**src/rtl/spin_pkg.sv**
```systemverilog
package spin_pkg;

   typedef enum logic [1:0] {
      PH_SEEK   = 2'd0,
      PH_SETTLE = 2'd1,
      PH_READY  = 2'd2
   } spin_phase_e;

   // Bits needed to hold values 0 .. n-1 (at least one bit).
   function automatic int unsigned cnt_w(input int unsigned n);
      return (n <= 2) ? 1 : $clog2(n);
   endfunction

endpackage

```
**src/rtl/spin_tick_div.sv**
```systemverilog
module spin_tick_div #(
   parameter int unsigned TICKS = 1250000
) (
   input  logic clk,
   input  logic rst,
   output logic wrap
);
   localparam int unsigned TW = spin_pkg::cnt_w(TICKS);
   localparam logic [TW-1:0] LAST = TW'(TICKS - 1);

   logic [TW-1:0] cnt_q;

   assign wrap = (cnt_q == LAST);

   always_ff @(posedge clk) begin
      if (rst)       cnt_q <= '0;
      else if (wrap) cnt_q <= '0;
      else           cnt_q <= cnt_q + 1'b1;
   end

endmodule

```
**src/rtl/spin_sector_ctr.sv**
```systemverilog
module spin_sector_ctr #(
   parameter int unsigned SECTORS = 16,
   parameter int unsigned SW      = 4
) (
   input  logic          clk,
   input  logic          rst,
   input  logic          fast_start,
   input  logic          wrap,
   output logic          sm_q,
   output logic          im_q,
   output logic [SW-1:0] sector_q,
   output logic          index_hit
);
   localparam logic [SW-1:0] LAST = SW'(SECTORS - 1);
   localparam logic [SW-1:0] PRE  = SW'(SECTORS - 2);

   logic          at_last;
   logic [SW-1:0] sector_nx;

   assign at_last   = (sector_q == LAST);
   assign index_hit = wrap && at_last;

   generate
      if ((1 << SW) == SECTORS) begin : g_pow2
         // Counter overflows naturally at the revolution length.
         assign sector_nx = sector_q + 1'b1;
      end else begin : g_cmp
         assign sector_nx = at_last ? '0 : sector_q + 1'b1;
      end
   endgenerate

   always_ff @(posedge clk) begin
      if (rst) begin
         sm_q     <= 1'b0;
         im_q     <= 1'b0;
         sector_q <= fast_start ? LAST : PRE;
      end else begin
         sm_q <= wrap;
         im_q <= index_hit;
         if (wrap) sector_q <= sector_nx;
      end
   end


   index_on_sector_chk: assert property (@(posedge clk) disable iff (rst)
      im_q |-> sm_q);


   index_at_zero_chk: assert property (@(posedge clk) disable iff (rst)
      im_q |-> (sector_q == '0));

endmodule

```
**src/rtl/spin_startup_seq.sv**
```systemverilog
module spin_startup_seq #(
   parameter int unsigned SETTLE = 2
) (
   input  logic clk,
   input  logic rst,
   input  logic wrap,
   input  logic index_hit,
   output logic en_q
);
   import spin_pkg::*;

   localparam int unsigned CW = cnt_w(SETTLE + 1);
   localparam logic [CW-1:0] LAST = CW'(SETTLE - 1);

   spin_phase_e   phase_q, phase_d;
   logic [CW-1:0] settle_q, settle_d;

   always_comb begin
      phase_d  = phase_q;
      settle_d = settle_q;
      if (wrap) begin
         unique case (phase_q)
            PH_SEEK: begin
               if (index_hit) begin
                  phase_d  = PH_SETTLE;
                  settle_d = '0;
               end
            end
            PH_SETTLE: begin
               settle_d = settle_q + 1'b1;
               if (settle_q == LAST) phase_d = PH_READY;
            end
            PH_READY: phase_d = PH_READY;
            default:  phase_d = PH_SEEK;
         endcase
      end
   end

   always_ff @(posedge clk) begin
      if (rst) begin
         phase_q  <= PH_SEEK;
         settle_q <= '0;
         en_q     <= 1'b0;
      end else begin
         phase_q  <= phase_d;
         settle_q <= settle_d;
         en_q     <= (phase_d == PH_READY);
      end
   end


   enable_sticky_chk: assert property (@(posedge clk) disable iff (rst)
      en_q |=> en_q);

endmodule

```
**src/rtl/spin_mark_gen.sv**
```systemverilog
module spin_mark_gen #(
   parameter int unsigned TICKS_PER_SECTOR = 1250000,
   parameter int unsigned SECTORS_PER_REV  = 16,
   parameter int unsigned SETTLE_MARKS     = 2,
   localparam int unsigned SEC_W = spin_pkg::cnt_w(SECTORS_PER_REV)
) (
   input  logic             clk,
   input  logic             rst,
   input  logic             fast_start,
   output logic             sector_mark,
   output logic             index_mark,
   output logic [SEC_W-1:0] sector_num,
   output logic             req_enable
);
   localparam int unsigned GW = spin_pkg::cnt_w(TICKS_PER_SECTOR + 1);

   generate
      if (TICKS_PER_SECTOR < 2) begin : g_bad_ticks
         $error("TICKS_PER_SECTOR must be at least 2");
      end
      if (SECTORS_PER_REV < 2) begin : g_bad_sectors
         $error("SECTORS_PER_REV must be at least 2");
      end
      if (SETTLE_MARKS < 1) begin : g_bad_settle
         $error("SETTLE_MARKS must be at least 1");
      end
   endgenerate

   logic wrap;
   logic index_hit;

   spin_tick_div #(.TICKS(TICKS_PER_SECTOR)) u_div (
      .clk  (clk),
      .rst  (rst),
      .wrap (wrap)
   );

   spin_sector_ctr #(.SECTORS(SECTORS_PER_REV), .SW(SEC_W)) u_sec (
      .clk        (clk),
      .rst        (rst),
      .fast_start (fast_start),
      .wrap       (wrap),
      .sm_q       (sector_mark),
      .im_q       (index_mark),
      .sector_q   (sector_num),
      .index_hit  (index_hit)
   );

   spin_startup_seq #(.SETTLE(SETTLE_MARKS)) u_seq (
      .clk       (clk),
      .rst       (rst),
      .wrap      (wrap),
      .index_hit (index_hit),
      .en_q      (req_enable)
   );

   // Port-level gap counter used only by the checks below.
   logic [GW-1:0] gap_q;
   always_ff @(posedge clk) begin
      if (rst)              gap_q <= '0;
      else if (sector_mark) gap_q <= GW'(1);
      else                  gap_q <= gap_q + 1'b1;
   end


   mark_period_chk: assert property (@(posedge clk) disable iff (rst)
      sector_mark |-> (gap_q == GW'(TICKS_PER_SECTOR)));


   mark_overdue_chk: assert property (@(posedge clk) disable iff (rst)
      !sector_mark |-> (gap_q < GW'(TICKS_PER_SECTOR)));


   sector_hold_chk: assert property (@(posedge clk) disable iff (rst)
      !sector_mark |-> (sector_num == $past(sector_num)));


   enable_on_mark_chk: assert property (@(posedge clk) disable iff (rst)
      $rose(req_enable) |-> sector_mark);

endmodule

```
**config.mk**
```make
export PLATFORM = sky130hd
export DESIGN_NAME = spin_mark_gen
export DESIGN_NICKNAME = d
export VERILOG_FILES = /design/src/rtl/spin_pkg.sv /design/src/rtl/spin_tick_div.sv /design/src/rtl/spin_sector_ctr.sv /design/src/rtl/spin_startup_seq.sv /design/src/rtl/spin_mark_gen.sv
export SDC_FILE = /design/constraint.sdc
export NUM_CORES = 1
export LEC_CHECK = 0
export BUFFER_PORTS_ARGS = -buffer_cell sky130_fd_sc_hd__buf_2
export CORE_ASPECT_RATIO = 0.5
export CORE_MARGIN = 5
export CORE_UTILIZATION = 25
export DETAILED_ROUTE_END_ITERATION = 7
export PLACE_DENSITY = 0.45
export SYNTH_ARGS = -nofsm -noshare
export SYNTH_HDL_FRONTEND = slang
export SYNTH_SLANG_ARGS = --single-unit
```
**constraint.sdc**
```tcl
create_clock -name clk -period 4.2 [get_ports clk]
set_input_delay 0.63 -clock clk [delete_from_list [all_inputs] [get_ports clk]]
set_output_delay 0.63 -clock clk [all_outputs]
set_load 0.1 [all_outputs]
```
==> flow_summary.json <==
{
  "status": "complete, no violations",
  "tightest_slew_ps": 950.1,
  "fin_skew_ps": 6.352,
  "clkLatencyLatePin_ps": 280,
  "diodes": 0,
  "cts_htree_levels": 2,
  "place.detailed.hpwl_um": 2087,
  "post-route-util_pct": 30.86,
  "r2r_end": "u_sec.sector_q[3]",
  "holdPathEnd": "u_div.cnt_q[0]",
  "wl_per_cell_um": 11.70,
  "holdCritStartpoint": "u_div.cnt_q[0]",
  "die_area_mm2": 0.007510,
  "synth_cell_types": 35,
  "nets": 178,
  "cp-start-kind": "flip-flop",
  "synth_top_flop_cell": "dfxtp_1",
  "cts_sinks": 32,
  "dr.pass1.iters": 3,
  "fin_tns_setup_ps": 0,
  "fill_cells": 577,
  "placed_cell_area_mm2": 0.001572,
  "rr_startpoint": "u_div.cnt_q[0]",
  "synth_edf_count": 4,
  "seq_area_frac_synth_pct": 46.98,
  "syn_to_final_growth_pct": 17.96,
  "pwr_density_cell_mw_per_mm2": 408.2,
  "hold_violations": 0,
  "leakage_nw": 0.5385,
  "synth_nets": 165,
  "total_power_uw": 697.7,
  "yosys.area_share.simple_pct": 28.32,
  "fp.coreArea_mm2": 0.005539,
  "clock_tree.buffer_depth": 2,
  "yosys_warnings": 0,
  "syn-cell-area_mm2": 0.001449,
  "routabilityCongestion": 0.6973,
  "ant_nets": 0,
  "place_inst": 238,
  "viasPerCell": 4.793,
  "min_period_ps": 2330,
  "synthMuxAreaShare_pct": 0.6908,
  "grt.total_usage_pct": 8.124,
  "hold_path_depth": 1,
  "synth_area_per_cell_um2": 9.113,
  "cp_max_fo": 22,
  "initial_core_util_pct": 26.16,
  "final_area_mm2": 0.001709,
  "r2r_cells": 4,
  "synth_fa_ha_area_share_pct": 2.591,
  "synth_top_family_by_area": "simple AND/OR/NAND/NOR gates",
  "first_iter_violations": 105,
  "grt_max_degree": 23,
  "fmax_mhz": 429.1,
  "gr-total-overflow": 0,
  "async_flop_share_pct": 0,
  "hold_slack_ps": 457.1,
  "max-vdd-ir-drop_v": 0.0001550,
  "clk_pin_slew_ps": 50,
  "setup_slack_ps": 1870,
  "cap_viol_max_count": 0,
  "syn_inst": 159,
  "yosys_register_bits": 32,
  "crit_required_ps": 4090,
  "drive_above_1_share_pct": 11.56,
  "cts_root_buf": "clkbuf_16",
  "hold_class": "flip-flop to flip-flop",
  "cts_resized": 0,
  "synth_compound_area_share_pct": 9.931,
  "setup_violations": 0,
  "worstPathArrival_ps": 2230,
  "grt_pass1_vias": 1091,
  "grt_pass1_wl_um": 4892,
  "cts_hold_buf": 0,
  "io_pins": 10,
  "num_vias": 1179,
  "io_buffers": 9,
  "postCtsSetupBuffers": 0,
  "final_cells": 246,
  "dp_slack_ps": 1817,
  "fp.dieH_um": 63.83,
  "cts_made_buffers": 5,
  "drc": 0,
  "relSlewSlack_pct": 36.65,
  "crit_type": "flip-flop to flip-flop",
  "reg2reg_setup_slack_ps": 1870,
  "cts_tree": "yes",
  "worst_setup_path_end_kind": "flip-flop",
  "die_width_um": 117.7,
  "antenna_found_initial": 0,
  "synth-xor-area-share_pct": 8.463,
  "period_share_pct": 55.48,
  "wirelength_um": 2879,
  "maxSlewViolCount": 0,
  "placementRows": 19,
  "grt_setup_unrepaired": "no"
}
## logic make-up (layout without fill, tap and decap cells)
group                      after synthesis  count (layout)
adders and majority gates                3               3
and+or+nand+nor                         76              76
muxes                                    1               1
xor gates and xnor gates                14              14
AOI/OAI and AO/OA                       22              22
buffers and inverters                   11              25
DFF                                     32              32
## final cells by class
class	instances	area (um^2)	area share [%]
multi-input combinational	116	724.4	42.39
clock buffer	7	132.6	7.760
inverter	8	30.03	1.757
clock inverter	1	5.005	0.2928
timing repair buffer	9	45.04	2.635
sequential	32	680.7	39.82
tap	73	91.34	5.344
## how the worst max path moves through the flow
stage / start / slack (ps) / endpoint
2_1_floorplan: u_sec.sector_q[0] / 2120 / u_seq.settle_q[0]
3_3_place_gp: u_div.cnt_q[9] / 1890 / u_sec.sector_q[0]
3_5_place_dp: u_div.cnt_q[0] / 1820 / u_sec.sector_q[1]
4_1_cts: u_div.cnt_q[0] / 1820 / u_sec.sector_q[3]
5_1_grt: u_div.cnt_q[0] / 1660 / u_sec.sector_q[3]
6_report: u_div.cnt_q[0] / 1870 / u_sec.sector_q[3]
## critical path: stages (launching register included)
cell and delay [ps]:
dfxtp_1 370, ha_1 210, and3_1 230, nand4b_1 300, o21ai_2 840
## cell usage after synthesis (2+ instances only)
cell type  count  area [um^2]
dfxtp_1       28        560.5
nor2_1        18        67.56
nand2_1       11        41.29
nand3_1       11        55.05
xnor2_1       11        96.34
inv_1          7        26.28
nor3_1         7        35.03
a21oi_1        6        30.03
o21ai_0        6        30.03
or3_1          6        37.54
edfxtp_1       4        120.1
nor4_1         4        25.02
o311ai_0       4        35.03
ha_1           3        37.54
nand4_1        3        18.77
xor2_1         3        26.28
and3_1         2        12.51
buf_2          2        10.01
nand2b_1       2        12.51
nor4b_1        2        17.52
nor4bb_1       2        20.02
o31ai_1        2        15.01
or2_2          2        12.51
or4_1          2        15.01
## layout by cell type (no fill, tap or decap), types with 3 or more instances in the layout
master	netlist	layout
nand3_1	11	11
buf_2	2	9
or3_1	6	6
ha_1	3	3
o21ai_0	6	6
xor2_1	3	3
o311ai_0	4	4
nand4_1	3	3
nor3_1	7	7
nor4_1	4	4
dfxtp_1	28	28
clkbuf_16	0	5
xnor2_1	11	11
nand2_1	11	11
edfxtp_1	4	4
inv_1	7	7
nor2_1	18	18
a21oi_1	6	6
## flip-flops by register name, summed over array words and instances, names as in the netlist
signal and count:
u_seq.phase_q 2, u_sec.sm_q 1, u_sec.im_q 1, u_sec.sector_q 4, u_seq.en_q 1, u_div.cnt_q 21
u_seq.settle_q 2
## where the power goes
part | switching, mW | internal, mW | total, mW
Clock | 0.120 | 0.218 | 0.338
Sequential | 0.00445 | 0.316 | 0.321
Combinational | 0.0302 | 0.00901 | 0.0392
Total | 0.154 | 0.543 | 0.698
## layer usage
layer	track usage, %	wire length (um)	vias up
li1	-	-	603
met1	9.899	1484	557
met2	11.76	1206	13
met5	0	0	-
met4	4.864	61	0
met3	3.789	127	6
(Power assumes the default switching activity.)
